$ cat src/rtl/fpc_pkg.sv
package fpc_pkg;
  localparam int BP_W = 4;

  typedef enum logic [2:0] {
    OP_WREN      = 3'd0,
    OP_PROG      = 3'd1,
    OP_BERASE    = 3'd2,
    OP_OTP_ENTER = 3'd3,
    OP_OTP_EXIT  = 3'd4,
    OP_SEC_WR    = 3'd5,
    OP_BP_WR     = 3'd6,
    OP_CERASE    = 3'd7
  } fpc_op_e;
endpackage

$ cat src/rtl/fpc_rst_sync.sv
module fpc_rst_sync #(
  parameter int STAGES = 2
) (
  input  logic clk,
  input  logic arst_n,
  output logic srst_n
);
  logic [STAGES-1:0] chain_q;
  logic [STAGES-1:0] chain_d;

  generate
    if (STAGES == 1) begin : g_single
      always_comb chain_d = 1'b1;
    end else begin : g_multi
      always_comb chain_d = {chain_q[STAGES-2:0], 1'b1};
    end
  endgenerate

  always_ff @(posedge clk or negedge arst_n) begin
    if (!arst_n) chain_q <= '0;
    else         chain_q <= chain_d;
  end

  assign srst_n = chain_q[STAGES-1];
endmodule

$ cat src/rtl/fpc_prot_map.sv
module fpc_prot_map #(
  parameter int BLK_W = 5,
  parameter int BP_W  = 4
) (
  input  logic [BP_W-1:0]  code,
  input  logic [BLK_W-1:0] blk,
  output logic             blk_prot,
  output logic             any_prot
);
  localparam int NBLK     = 1 << BLK_W;
  localparam int ALL_CODE = (1 << BP_W) - 1;
  localparam int BOT_LO   = ALL_CODE - BLK_W;

  int c;
  int bidx;
  int span;

  always_comb begin
    c        = int'(code);
    bidx     = int'(blk);
    span     = 0;
    blk_prot = 1'b1;
    if (c == 0) begin
      blk_prot = 1'b0;
    end else if (c <= BLK_W) begin
      // top-down region doubling per step
      span     = 1 << (c - 1);
      blk_prot = bidx >= (NBLK - span);
    end else if (c >= BOT_LO && c < ALL_CODE) begin
      // bottom-up region leaving a shrinking unguarded top
      span     = 1 << (ALL_CODE - 1 - c);
      blk_prot = bidx < (NBLK - span);
    end
  end

  assign any_prot = (code != '0);
endmodule

$ cat src/rtl/fpc_otp_guard.sv
module fpc_otp_guard #(
  parameter int OFS_W     = 6,
  parameter int FACT_SPAN = 16
) (
  input  logic [OFS_W-1:0] ofs,
  input  logic             fact_lock,
  input  logic             cust_lock,
  output logic             locked
);
  logic in_fact;

  assign in_fact = int'(ofs) < FACT_SPAN;
  assign locked  = in_fact ? fact_lock : cust_lock;
endmodule

$ cat src/rtl/fpc_access_ctrl.sv
module fpc_access_ctrl
  import fpc_pkg::*;
#(
  parameter int ADDR_W    = 24,
  parameter int DATA_W    = 8,
  parameter int BLK_W     = 5,
  parameter int BLK_LSB   = 16,
  parameter int OTP_OFS_W = 6,
  parameter int FACT_SPAN = 16,
  parameter int SYNC_STG  = 2
) (
  input  logic              clk,
  input  logic              rst_n,
  input  logic              por_n,
  input  logic              factory_lock,
  input  logic              cmd_valid,
  input  logic [2:0]        cmd_op,
  input  logic [ADDR_W-1:0] cmd_addr,
  input  logic [DATA_W-1:0] cmd_data,
  output logic              resp_valid,
  output logic              resp_grant,
  output logic              resp_otp,
  output logic              wel,
  output logic              otp_mode,
  output logic [BP_W-1:0]   bp_code,
  output logic [1:0]        sec_status
);
  localparam int BLK_MSB = BLK_LSB + BLK_W - 1;

  logic wrst_s_n, por_s_n;
  logic warm_n;
  assign warm_n = rst_n & por_n;

  fpc_rst_sync #(.STAGES(SYNC_STG)) u_sync_warm (.clk(clk), .arst_n(warm_n), .srst_n(wrst_s_n));
  fpc_rst_sync #(.STAGES(SYNC_STG)) u_sync_por  (.clk(clk), .arst_n(por_n),  .srst_n(por_s_n));

  // state
  logic            wel_q, wel_d;
  logic            otp_q, otp_d;
  logic [BP_W-1:0] bp_q, bp_d;
  logic            bp_en;
  logic            cust_q, cust_d;
  logic            cust_en;
  logic            rv_q, rv_d, rg_q, rg_d, ro_q, ro_d;

  // decode
  fpc_op_e op;
  logic is_prog, is_berase, is_cerase, is_access, is_write;
  logic is_wren, is_enter, is_exit, is_sec, is_bp;
  logic blk_prot, any_prot, otp_locked, allow;

  assign op        = fpc_op_e'(cmd_op);
  assign is_wren   = cmd_valid && (op == OP_WREN);
  assign is_prog   = cmd_valid && (op == OP_PROG);
  assign is_berase = cmd_valid && (op == OP_BERASE);
  assign is_cerase = cmd_valid && (op == OP_CERASE);
  assign is_enter  = cmd_valid && (op == OP_OTP_ENTER);
  assign is_exit   = cmd_valid && (op == OP_OTP_EXIT);
  assign is_sec    = cmd_valid && (op == OP_SEC_WR);
  assign is_bp     = cmd_valid && (op == OP_BP_WR);
  assign is_access = is_prog | is_berase | is_cerase;
  assign is_write  = is_access | is_sec | is_bp;

  fpc_prot_map #(.BLK_W(BLK_W), .BP_W(BP_W)) u_map (
    .code(bp_q), .blk(cmd_addr[BLK_MSB:BLK_LSB]),
    .blk_prot(blk_prot), .any_prot(any_prot)
  );

  fpc_otp_guard #(.OFS_W(OTP_OFS_W), .FACT_SPAN(FACT_SPAN)) u_guard (
    .ofs(cmd_addr[OTP_OFS_W-1:0]), .fact_lock(factory_lock),
    .cust_lock(cust_q), .locked(otp_locked)
  );

  logic unused_bits;
  assign unused_bits = ^{cmd_addr[ADDR_W-1:BLK_MSB+1], cmd_addr[BLK_LSB-1:OTP_OFS_W],
                         cmd_data[DATA_W-1:BP_W]};

  // next state
  always_comb begin
    if (otp_q) allow = is_prog && !otp_locked;
    else if (is_cerase) allow = !any_prot;
    else allow = (is_prog || is_berase) && !blk_prot;

    wel_d = wel_q;
    if (is_wren)  wel_d = 1'b1;
    if (is_write) wel_d = 1'b0;

    otp_d = otp_q;
    if (is_enter) otp_d = 1'b1;
    if (is_exit)  otp_d = 1'b0;

    bp_en   = is_bp && wel_q;
    bp_d    = cmd_data[BP_W-1:0];
    cust_en = is_sec && wel_q && cmd_data[1];
    cust_d  = 1'b1;

    rv_d = is_access;
    rg_d = is_access && wel_q && allow;
    ro_d = is_access && otp_q;
  end

  // registers: warm domain
  always_ff @(posedge clk or negedge wrst_s_n) begin
    if (!wrst_s_n) begin
      wel_q <= 1'b0;
      otp_q <= 1'b0;
      rv_q  <= 1'b0;
      rg_q  <= 1'b0;
      ro_q  <= 1'b0;
    end else begin
      wel_q <= wel_d;
      otp_q <= otp_d;
      rv_q  <= rv_d;
      rg_q  <= rg_d;
      ro_q  <= ro_d;
    end
  end

  // registers: persistent domain
  always_ff @(posedge clk or negedge por_s_n) begin
    if (!por_s_n) begin
      bp_q   <= '0;
      cust_q <= 1'b0;
    end else begin
      if (bp_en)   bp_q   <= bp_d;
      if (cust_en) cust_q <= cust_d;
    end
  end

  assign resp_valid = rv_q;
  assign resp_grant = rg_q;
  assign resp_otp   = ro_q;
  assign wel        = wel_q;
  assign otp_mode   = otp_q;
  assign bp_code    = bp_q;
  assign sec_status = {cust_q, factory_lock};


  wel_consumed_chk: assert property (@(posedge clk) disable iff (!wrst_s_n)
    is_write |=> !wel);

  grant_needs_wel_chk: assert property (@(posedge clk) disable iff (!wrst_s_n)
    is_access && !wel |=> !resp_grant);

  cust_lock_sticky_chk: assert property (@(posedge clk) disable iff (!por_s_n)
    sec_status[1] |=> sec_status[1]);

  otp_erase_deny_chk: assert property (@(posedge clk) disable iff (!wrst_s_n)
    (is_berase || is_cerase) && otp_mode |=> resp_valid && !resp_grant && resp_otp);

  resp_single_chk: assert property (@(posedge clk) disable iff (!wrst_s_n)
    resp_valid && !$past(is_access) |-> 1'b0);

  bp_hold_chk: assert property (@(posedge clk) disable iff (!por_s_n)
    !(is_bp && wel) |=> $stable(bp_code));
endmodule

$ cat config.mk
export PLATFORM = sky130hd
export DESIGN_NAME = fpc_access_ctrl
export DESIGN_NICKNAME = d
export VERILOG_FILES = /design/src/rtl/fpc_pkg.sv /design/src/rtl/fpc_rst_sync.sv /design/src/rtl/fpc_prot_map.sv /design/src/rtl/fpc_otp_guard.sv /design/src/rtl/fpc_access_ctrl.sv
export SDC_FILE = /design/constraint.sdc
export NUM_CORES = 1
export LEC_CHECK = 0
export BUFFER_PORTS_ARGS = -buffer_cell sky130_fd_sc_hd__buf_2
export CAP_MARGIN = 20
export CORE_ASPECT_RATIO = 1.5
export CORE_MARGIN = 10
export CORE_UTILIZATION = 53
export CTS_CLUSTER_DIAMETER = 120
export CTS_CLUSTER_SIZE = 8
export DETAILED_ROUTE_END_ITERATION = 10
export PLACE_DENSITY = 0.95
export SLEW_MARGIN = 30
export SYNTH_ARGS = -nofsm -noshare
export SYNTH_HDL_FRONTEND = slang
export SYNTH_SLANG_ARGS = --single-unit
$ cat constraint.sdc
create_clock -name clk -period 1.4 [get_ports clk]
set_clock_uncertainty 0.2 [all_clocks]
set_input_delay 0.35 -clock clk [delete_from_list [all_inputs] [get_ports clk]]
set_output_delay 0.35 -clock clk [all_outputs]
set_load 0.005 [all_outputs]
Word-level counts from Yosys, hierarchy flattened
Index checks and enable logic that the tools add are counted.
{"block": "totals", "ff_bits": 14, "in_bits": 40, "output_inout_bits": 11}
{"block": "classes", "n_addsub": 4, "n_lt_le_gt_ge": 6, "n_eq_ne": 7, "n_shift": 2, "n_mux": 10, "bitwise": 5, "n_reduce_logical": 26}
{"op": "$shl A1 B32 Y32 const A", "n": 2}
{"op": "$sub A7 B32 Y32 const A", "n": 2}
{"op": "$ge A6 B32 Y1", "n": 1}
{"op": "$lt A6 B32 Y1", "n": 1}
{"op": "$logic_and A1 B1 Y1", "n": 17}
{"op": "$eq A3 B3 Y1 const B", "n": 4}
{"op": "$mux W1", "n": 10}
{"op": "$eq A3 B2 Y1 const B", "n": 2}
{"op": "$lt A6 B5 Y1 const B", "n": 1}
{"op": "$sub A4 B1 Y5 const B", "n": 1}
{"op": "$sub A4 B4 Y5 const A", "n": 1}
{"op": "$ge A4 B4 Y1 const B", "n": 1}
{"op": "$le A4 B3 Y1 const B", "n": 1}
{"op": "$logic_not A4 Y1", "n": 1}
{"op": "$lt A4 B4 Y1 const B", "n": 1}
{"op": "$or A1 B1 Y1", "n": 4}
{"op": "$reduce_bool A2 Y1", "n": 2}
{"op": "$reduce_bool A4 Y1", "n": 1}
{"op": "$eq A3 B1 Y1 const B", "n": 1}
{"op": "$logic_not A1 Y1", "n": 3}
{"op": "$logic_not A3 Y1", "n": 1}
{"op": "$and A1 B1 Y1", "n": 1}
{"op": "$logic_or A1 B1 Y1", "n": 1}

Logic depth before layout (Yosys ltp)
Gate-level depths: netlist of the first run.
{"block": "logic_depth", "ltp_word": 12, "depth_mapped": 19}

Hierarchy
Synthesis of the first run repeated with hierarchy kept, for this count alone.
{"block": "unflattened", "hier_cells": 141, "hier_area_um2": 1345.0}
{"mod": "fpc_prot_map", "n_inst": 1, "cells_each": 89, "area_per_inst_um2": 660.6}
{"mod": "fpc_access_ctrl", "n_inst": 1, "cells_each": 44, "area_per_inst_um2": 561.8}
{"mod": "fpc_rst_sync", "n_inst": 2, "cells_each": 3, "area_per_inst_um2": 53.8}
{"mod": "fpc_otp_guard", "n_inst": 1, "cells_each": 2, "area_per_inst_um2": 15.0}

Worst setup path before layout of the first run
Ideal clock, no wire load.
{"block": "synth_path", "path_kind": "register -> register", "start": "register bp_q[1], in the netlist bp_code[1]", "end": "register rg_q, in the netlist resp_grant", "arrival_ns": 3.542, "required_time_ns": 1.123, "path_slack_ns": -2.420, "stages_incl_launch_ff": 19, "period_less_slack_ns": 3.820, "path_cell_list": "dfrtp_1 -> clkbuf_1 -> inv_1 -> ha_1 -> and2b_2 -> nor3_1 -> nand3_1 -> ha_1 -> nor2b_1 -> o21ai_0 -> nand2_1 -> a22o_1 -> ha_1 -> and3_1 -> and3_1 -> o2111a_1 -> o31ai_2 -> o2111ai_1 -> a21oi_1"}
{"block": "synth_via", "elab_chain_cells": 12}
{"item": "start: declaration", "line_no": "fpc_access_ctrl.sv:40", "rtl": "logic [BP_W-1:0] bp_q, bp_d;"}
{"item": "start signal: assignment", "line_no": "fpc_access_ctrl.sv:125", "rtl": "if (bp_en) bp_q <= bp_d;"}
{"item": "$sub A4 B4 Y5", "line_no": "fpc_prot_map.sv:31", "rtl": "span = 1 << (ALL_CODE - 1 - c);"}
{"item": "$shl A1 B32 Y32", "line_no": "fpc_prot_map.sv:31"}
{"item": "$sub A7 B32 Y32", "line_no": "fpc_prot_map.sv:32", "rtl": "blk_prot = bidx < (NBLK - span);"}
{"item": "$lt A6 B32 Y1", "line_no": "fpc_prot_map.sv:32"}
{"item": "$mux W1", "line_no": "fpc_prot_map.sv:29", "rtl": "end else if (c >= BOT_LO && c < ALL_CODE) begin"}
{"item": "$mux W1", "line_no": "fpc_prot_map.sv:25", "rtl": "end else if (c <= BLK_W) begin"}
{"item": "$mux W1", "line_no": "fpc_prot_map.sv:23", "rtl": "if (c == 0) begin"}
{"item": "$logic_not A1 Y1", "line_no": "fpc_access_ctrl.sv:82", "rtl": "else allow = (is_prog || is_berase) && !blk_prot;"}
{"item": "$logic_and A1 B1 Y1", "line_no": "fpc_access_ctrl.sv:82"}
{"item": "$mux W1 *", "line_no": "fpc_access_ctrl.sv:81", "rtl": "else if (is_cerase) allow = !any_prot;"}
{"item": "$mux W1 *", "line_no": "fpc_access_ctrl.sv:80", "rtl": "if (otp_q) allow = is_prog && !otp_locked;"}
{"item": "$logic_and A1 B1 Y1 *", "line_no": "fpc_access_ctrl.sv:98", "rtl": "rg_d = is_access && wel_q && allow;"}
{"item": "net rg_d", "line_no": "fpc_access_ctrl.sv:44", "rtl": "logic rv_q, rv_d, rg_q, rg_d, ro_q, ro_d;"}
{"item": "end signal: assignment", "line_no": "fpc_access_ctrl.sv:114", "rtl": "rg_q <= rg_d;"}
{"item": "end: declaration", "line_no": "fpc_access_ctrl.sv:44"}
The timed path passes the listed nets; every way through them passes the cells marked *.
A chain may end at the register's enable or synchronous reset.

Final worst setup path of the first run
Ends and elaborated chain as after synthesis.

==> results_dict.tcl, run 1 <==
set metrics [dict create \
    worstPathMaxFanout 5 \
    nets 316 \
    cp.arrival_ns 3.63 \
    routed_wl_um 6800 \
    whs_path_depth 2 \
    min_to "bp_code[2]" \
    p_total_mw 4.35 \
    setup.worst_path.start_class "register" \
    rsz0062_at_grt "yes" \
    die_area_sq_mm 0.00511 \
    critical_path.max_stage_delay_ns 0.48 \
    coreArea_sq_mm 0.00248 \
    violations "negative setup slack" \
    cp_top_family "compound AO/OA/AOI/OAI gates" \
    drc 0 \
    required_ns 1.41 \
    clk_path_buf_depth 2 \
    post_synth.cell_area_avg_sq_um 8.27 \
    core.rowCount 22 \
    dpl.hpwl_um 3750 \
    cp_num_buf_inv 1 \
    ys.flop_type "dfrtp_1" \
    dr.first_iter.drc_count 212 \
    gp_congestion 0.959 \
    drv_cap 0 \
    via_per_inst 6.79 \
    cts_tree "built" \
    peakVddDrop_v 0.00136 \
    reg2reg_slack_ns -2.22 \
    antenna_left 0 \
    crit_type "register to register" \
    p_leak_nw 1.11 \
    grt_first_pass_wirelength_um 9060 \
    numPortBuffers 29 \
    synthCells 168 \
    period_share_pct 259 \
    cp-end-kind "register" \
    dieWidth_um 61.8 \
    cpMaxStageDelayCell "dfrtp_2" \
    clock-sinks 14 \
    syn_area_sq_mm 0.00139 \
    post-route-util_pct 91.9 \
    reg2reg_from "bp_code[1]" \
    reg2reg_to "resp_grant" \
    power_density_mw_per_mm2 1910 \
    io_pins 51 \
    htree_levels 1 \
    cts_made_buffers 3 \
    wl_per_cell_um 24.0 \
    final_hold_viol_count 0 \
    clkLatencyLatePin_ns 0.29 \
    antenna_found_initial 0 \
    first_pass_iters 6 \
    syn2layout_area_growth_pct 63.8 \
    final-setup-viol-count 9 \
    ys_ff_latch 14 \
    grt.total_usage_pct 23.9 \
    pre_cts_slack_ns -2.02 \
    grt_pass1_vias 1902 \
    fin_cells 283 \
    status "complete, but fails checks" \
    r2r_cells 17 \
    hp-class "primary input to register" \
    yosysSeqAreaShare_pct 25.2 \
    grt_overflow 0 \
    worstHoldStart "cmd_data[2]" \
    path_common_cell "ha_4" \
    setup-tns-final_ns -3.22 \
    synth_edf_count 0 \
    path_clk_slew_ns 0.09 \
    drive_above_1_share_pct 49.0 \
    grt_max_degree 14 \
    synth_cell_type_count 49 \
    clockRootBuffer "clkbuf_4" \
    crit_chain "inv_4, ha_4, and2b_2, nor3_4, nand3_2, ha_4, nor2b_4, o21ai_2, nand2_1, a22o_1, ha_4, and3_4, and3_4, o2111a_1, o31ai_2, o2111ai_1, a21oi_1" \
    placedCellCount 261 \
    yosys_warnings 0 \
    startpoint "bp_code[1]" \
    start_util_pct 56.1 \
    vias 1921 \
    synthArstFlopShare_pct 100 \
    setup_slack_ns -2.22 \
    fmax_mhz 276 \
    finalCriticalPeriod_ns 3.62 \
    n_antenna_cell 0 \
    die_y_um 82.7 \
    drv_slew 0 \
]
==> layout make-up <==
class | instances | area (sq um)
Sequential cell | 14 | 357
Inverter | 10 | 45.0
Multi-Input combinational cell | 133 | 1060
Timing Repair Buffer | 98 | 748
Fill cell | 99 | 200
Clock buffer | 4 | 36.3
Tap cell | 24 | 30.0
==> worst max path at each step <==
stage	endpoint	slack, ns	cells past startpoint
floorplan	resp_grant	-2.01	18
global placement	resp_grant	-1.91	14
detailed placement	resp_grant	-2.02	17
CTS	resp_grant	-1.94	17
global route	resp_grant	-2.34	13
finish	resp_grant	-2.22	17
==> what timing repair did <==
action	4_1_cts	5_1_grt
pin swaps	8	6
setup buffers	12	2
gates resized for setup	17	13
setup endpoints to repair	7	11
hold buffers	4	0
endpoints found under the hold margin	14	0
==> Yosys cell counts (all sizes together), types with 2 or more instances <==
cell type	number	area share (%)
a21oi	4	1.4
a221oi	2	1.3
a22o	2	1.3
and2	2	0.90
and2b	3	1.7
and3	3	1.4
buf	9	4.1
clkbuf	3	0.81
dfrtp	14	25
ha	16	14
inv	10	2.7
mux2	2	1.6
nand2	16	4.3
nand3	6	2.2
nand4	4	1.8
nor2	8	2.3
nor2b	4	1.8
nor3	5	1.8
nor3b	2	1.1
nor4	2	0.90
o2111ai	2	1.3
o21a	2	1.1
o21ai	16	5.8
o21bai	2	1.1
o31ai	3	2.0
or3	2	0.90
xnor2	5	3.2
xor2	3	1.9
==> cell usage in the layout (no fill, tap or decap), types with 6 or more instances in the layout <==
cell and n:
buf_4 54, buf_2 25, nand2_1 15, buf_6 14, ha_1 12, dfrtp_1 9
inv_1 8, o21ai_0 8, o21ai_1 7, nor2_1 6
==> state kept, by name (all words and copies together), names as in the netlist <==
signal and cells:
wel 1, resp_valid 1, cust_q 1, resp_otp 1, u_sync_por.chain_q 2, u_sync_warm.chain_q 2
bp_code 4, otp_mode 1, resp_grant 1
==> power by group <==
| part | total (mW) | internal, mW | switching, mW |
|---|---|---|---|
| Clock | 0.307 | 0.159 | 0.148 |
| Combinational | 3.47 | 1.79 | 1.68 |
| Sequential | 0.572 | 0.472 | 0.100 |
| Total | 4.35 | 2.42 | 1.93 |
==> per-stage QoR <==
stage / hold slack, ns / instance area [sq um]
final: 0.0946 / 2280
after global routing: 0.0881 / 2280
after CTS: 0.0879 / 2190
after detailed placement: -0.111 / 1960
after global placement: -0.130 / 1960
after floorplan: -0.146 / 1480
==> cell families after synthesis <==
family	synth area share, %
flip-flops	25.2
AO/OA/AOI/OAI	20.3
XOR/XNOR	5.04
AND/OR/NAND/NOR	24.8
multiplexers	2.34
adder cells (fa/ha/maj)	14.4
buffers and inverters	7.65
other	0.270
==> routing by layer <==
layer | GRT usage, % | up-vias | part of all wire, %
li1 | - | 782 | -
met2 | 43.2 | 183 | 51
met5 | 0 | - | 0
met3 | 5.65 | 74 | 7.7
met4 | 20.6 | 0 | 8.5
met1 | 21.0 | 882 | 33
(Power assumes the default switching activity.)
==> run 2, diff against run 1 <==
--- a/config.mk
+++ b/config.mk
@@ -9,11 +9,11 @@
 export CAP_MARGIN = 20
 export CORE_ASPECT_RATIO = 1.5
 export CORE_MARGIN = 10
-export CORE_UTILIZATION = 53
+export CORE_UTILIZATION = 45
 export CTS_CLUSTER_DIAMETER = 120
 export CTS_CLUSTER_SIZE = 8
 export DETAILED_ROUTE_END_ITERATION = 10
-export PLACE_DENSITY = 0.95
+export PLACE_DENSITY = 0.89
 export SLEW_MARGIN = 30
 export SYNTH_ARGS = -nofsm -noshare
 export SYNTH_HDL_FRONTEND = slang
==> constraint.sdc (replaced) <==
create_clock -name clk -period 3.2 [get_ports clk]
set_clock_uncertainty 0.2 [all_clocks]
set_input_delay 0.8 -clock clk [delete_from_list [all_inputs] [get_ports clk]]
set_output_delay 0.8 -clock clk [all_outputs]
set_load 0.005 [all_outputs]
==> results_dict.tcl, run 2 (synthesis gave the netlist of run 1 again) <==
set metrics [dict create \
    final_cell_mix "buf_4 (35), buf_2 (29), nand2_1 (16), dfrtp_1 (13), ha_1 (11)" \
    fmax_mhz 295 \
    fin_cells 266 \
    setup-tns-final_ns -0.195 \
    layout_commonest_cell "buf_4" \
    grtUsageMet1_pct 13.4 \
    antenna_found_initial 0 \
    largest_reg_flops 4 \
    startpoint "bp_code[1]" \
    setup_slack_ns -0.195 \
    rsz0062_at_grt "yes" \
    period_share_pct 106 \
    violations "negative setup slack" \
    n_antenna_cell 0 \
    nFillCells 262 \
    io_pins 51 \
    finalCriticalPeriod_ns 3.39 \
    drv_cap 0 \
    busiest_layer "met2" \
    slew_headroom_pct 68.4 \
    clkLatencyLatePin_ns 0.25 \
    grt_pass1_vias 1548 \
    p_total_mw 1.60 \
    antenna_left 0 \
    vias 1483 \
    crit_type "register to register" \
    grt.total_usage_pct 13.9 \
    cts_made_buffers 3 \
    setup.worst_path.start_class "register" \
    required_ns 3.16 \
    register_area_sq_um 352 \
    drc 0 \
    wl_per_cell_um 14.7 \
    hp-class "primary input to asynchronous set/reset pin" \
    htree_levels 1 \
    placedCellCount 259 \
    grt_max_degree 15 \
    die_y_um 88.1 \
    dr.first_iter.drc_count 45 \
    numPortBuffers 29 \
    syn2layout_area_growth_pct 42.6 \
    via_per_inst 5.58 \
    use_met2_pct 27.6 \
    cp-end-kind "register" \
    final-setup-viol-count 1 \
    first_pass_iters 4 \
    tightest_slew_ns 0.463 \
    worstPathMaxFanout 3 \
    dieWidth_um 65.4 \
    status "complete, but fails checks" \
    dpl.hpwl_um 3110 \
    final_hold_viol_count 0 \
    die_area_sq_mm 0.00576 \
    cts_tree "built" \
    gp_congestion 0.884 \
    core.rowCount 24 \
    pre_cts_slack_ns -0.305 \
    clockRootBuffer "clkbuf_8" \
    cp.arrival_ns 3.35 \
    drive_above_1_share_pct 40.5 \
    routed_wl_um 3900 \
    start_util_pct 47.2 \
    clock-sinks 14 \
    p_leak_nw 0.932 \
    path_clk_slew_ns 0.06 \
    multi_input_area_sq_mm 0.00105 \
    grt_first_pass_wirelength_um 6590 \
    power_density_mw_per_mm2 809 \
    coreArea_sq_mm 0.00294 \
    drv_slew 0 \
    peakVddDrop_v 0.000594 \
    met3_usage_pct 2.56 \
    reg2reg_from "bp_code[1]" \
    grt_overflow 0 \
    clk_path_buf_depth 2 \
    nets 284 \
]
==> run 2: report_power, final <==
part           switching (mW)  internal [mW]  total [mW]
combinational           0.580          0.625        1.20
sequential             0.0270          0.204       0.231
clock                  0.0594          0.109       0.168
total                   0.666          0.938        1.60
==> run 2: worst max-delay path, cell delays in order (launching register included) <==
cell       delay [ns]
dfrtp_1          0.39
inv_4            0.05
ha_4             0.15
and2b_2          0.21
nor3_4           0.23
nand3_2          0.14
ha_4             0.18
nor2b_4          0.12
o21ai_2          0.09
nand2_1          0.07
a22o_1           0.24
ha_4             0.22
and3_4           0.15
and3_4           0.14
o2111a_1         0.13
o31ai_2          0.27
o2111ai_1        0.14
a21oi_1          0.17
==> run 2: worst paths after layout <==
path                            cells past startpoint                endpoint  slack (ns)
worst max-delay path                               17              resp_grant       -0.19
worst min-delay path                                1   u_sync_por.chain_q[1]        0.14
worst max register to register                     17              resp_grant       -0.19
worst min register to register                      0  u_sync_warm.chain_q[1]        0.15
max in group asynchronous                           1              bp_code[0]        2.15
min in group clk                                    0  u_sync_warm.chain_q[1]        0.15
==> run 2: area by class of cell <==
| class | count | area share [%] |
|---|---|---|
| Multi-Input combinational cell | 133 | 53.2 |
| Timing Repair Buffer | 66 | 21.6 |
| Sequential cell | 14 | 17.7 |
| Clock buffer | 4 | 2.78 |
| Tap cell | 39 | 2.46 |
| Inverter | 10 | 2.27 |
==> run 2: layer usage <==
layer	wire (um)	up-vias
li1	-	721
met1	1430	704
met2	2230	47
met3	167	11
met4	70	0
met5	0	-
==> run 2: per-stage QoR <==
stage | hold WS [ns] | area, sq um | utilization [%]
detailed placement | -0.130 | 1810 | 61.6
finish | 0.137 | 1980 | 67.3
global placement | -0.134 | 1810 | 61.6
CTS | 0.135 | 1940 | 65.8
global route | 0.135 | 1980 | 67.3
floorplan | -0.146 | 1450 | -
==> run 2: timing repair <==
| action | 4_1_cts | 5_1_grt |
|---|---|---|
| resized for setup | 8 | 7 |
| endpoints found under the hold margin | 10 | 0 |
| setup endpoints to repair | 1 | 1 |
| pin swaps | 8 | 6 |
| hold buffers | 2 | 0 |
| setup buffers | 1 | 0 |
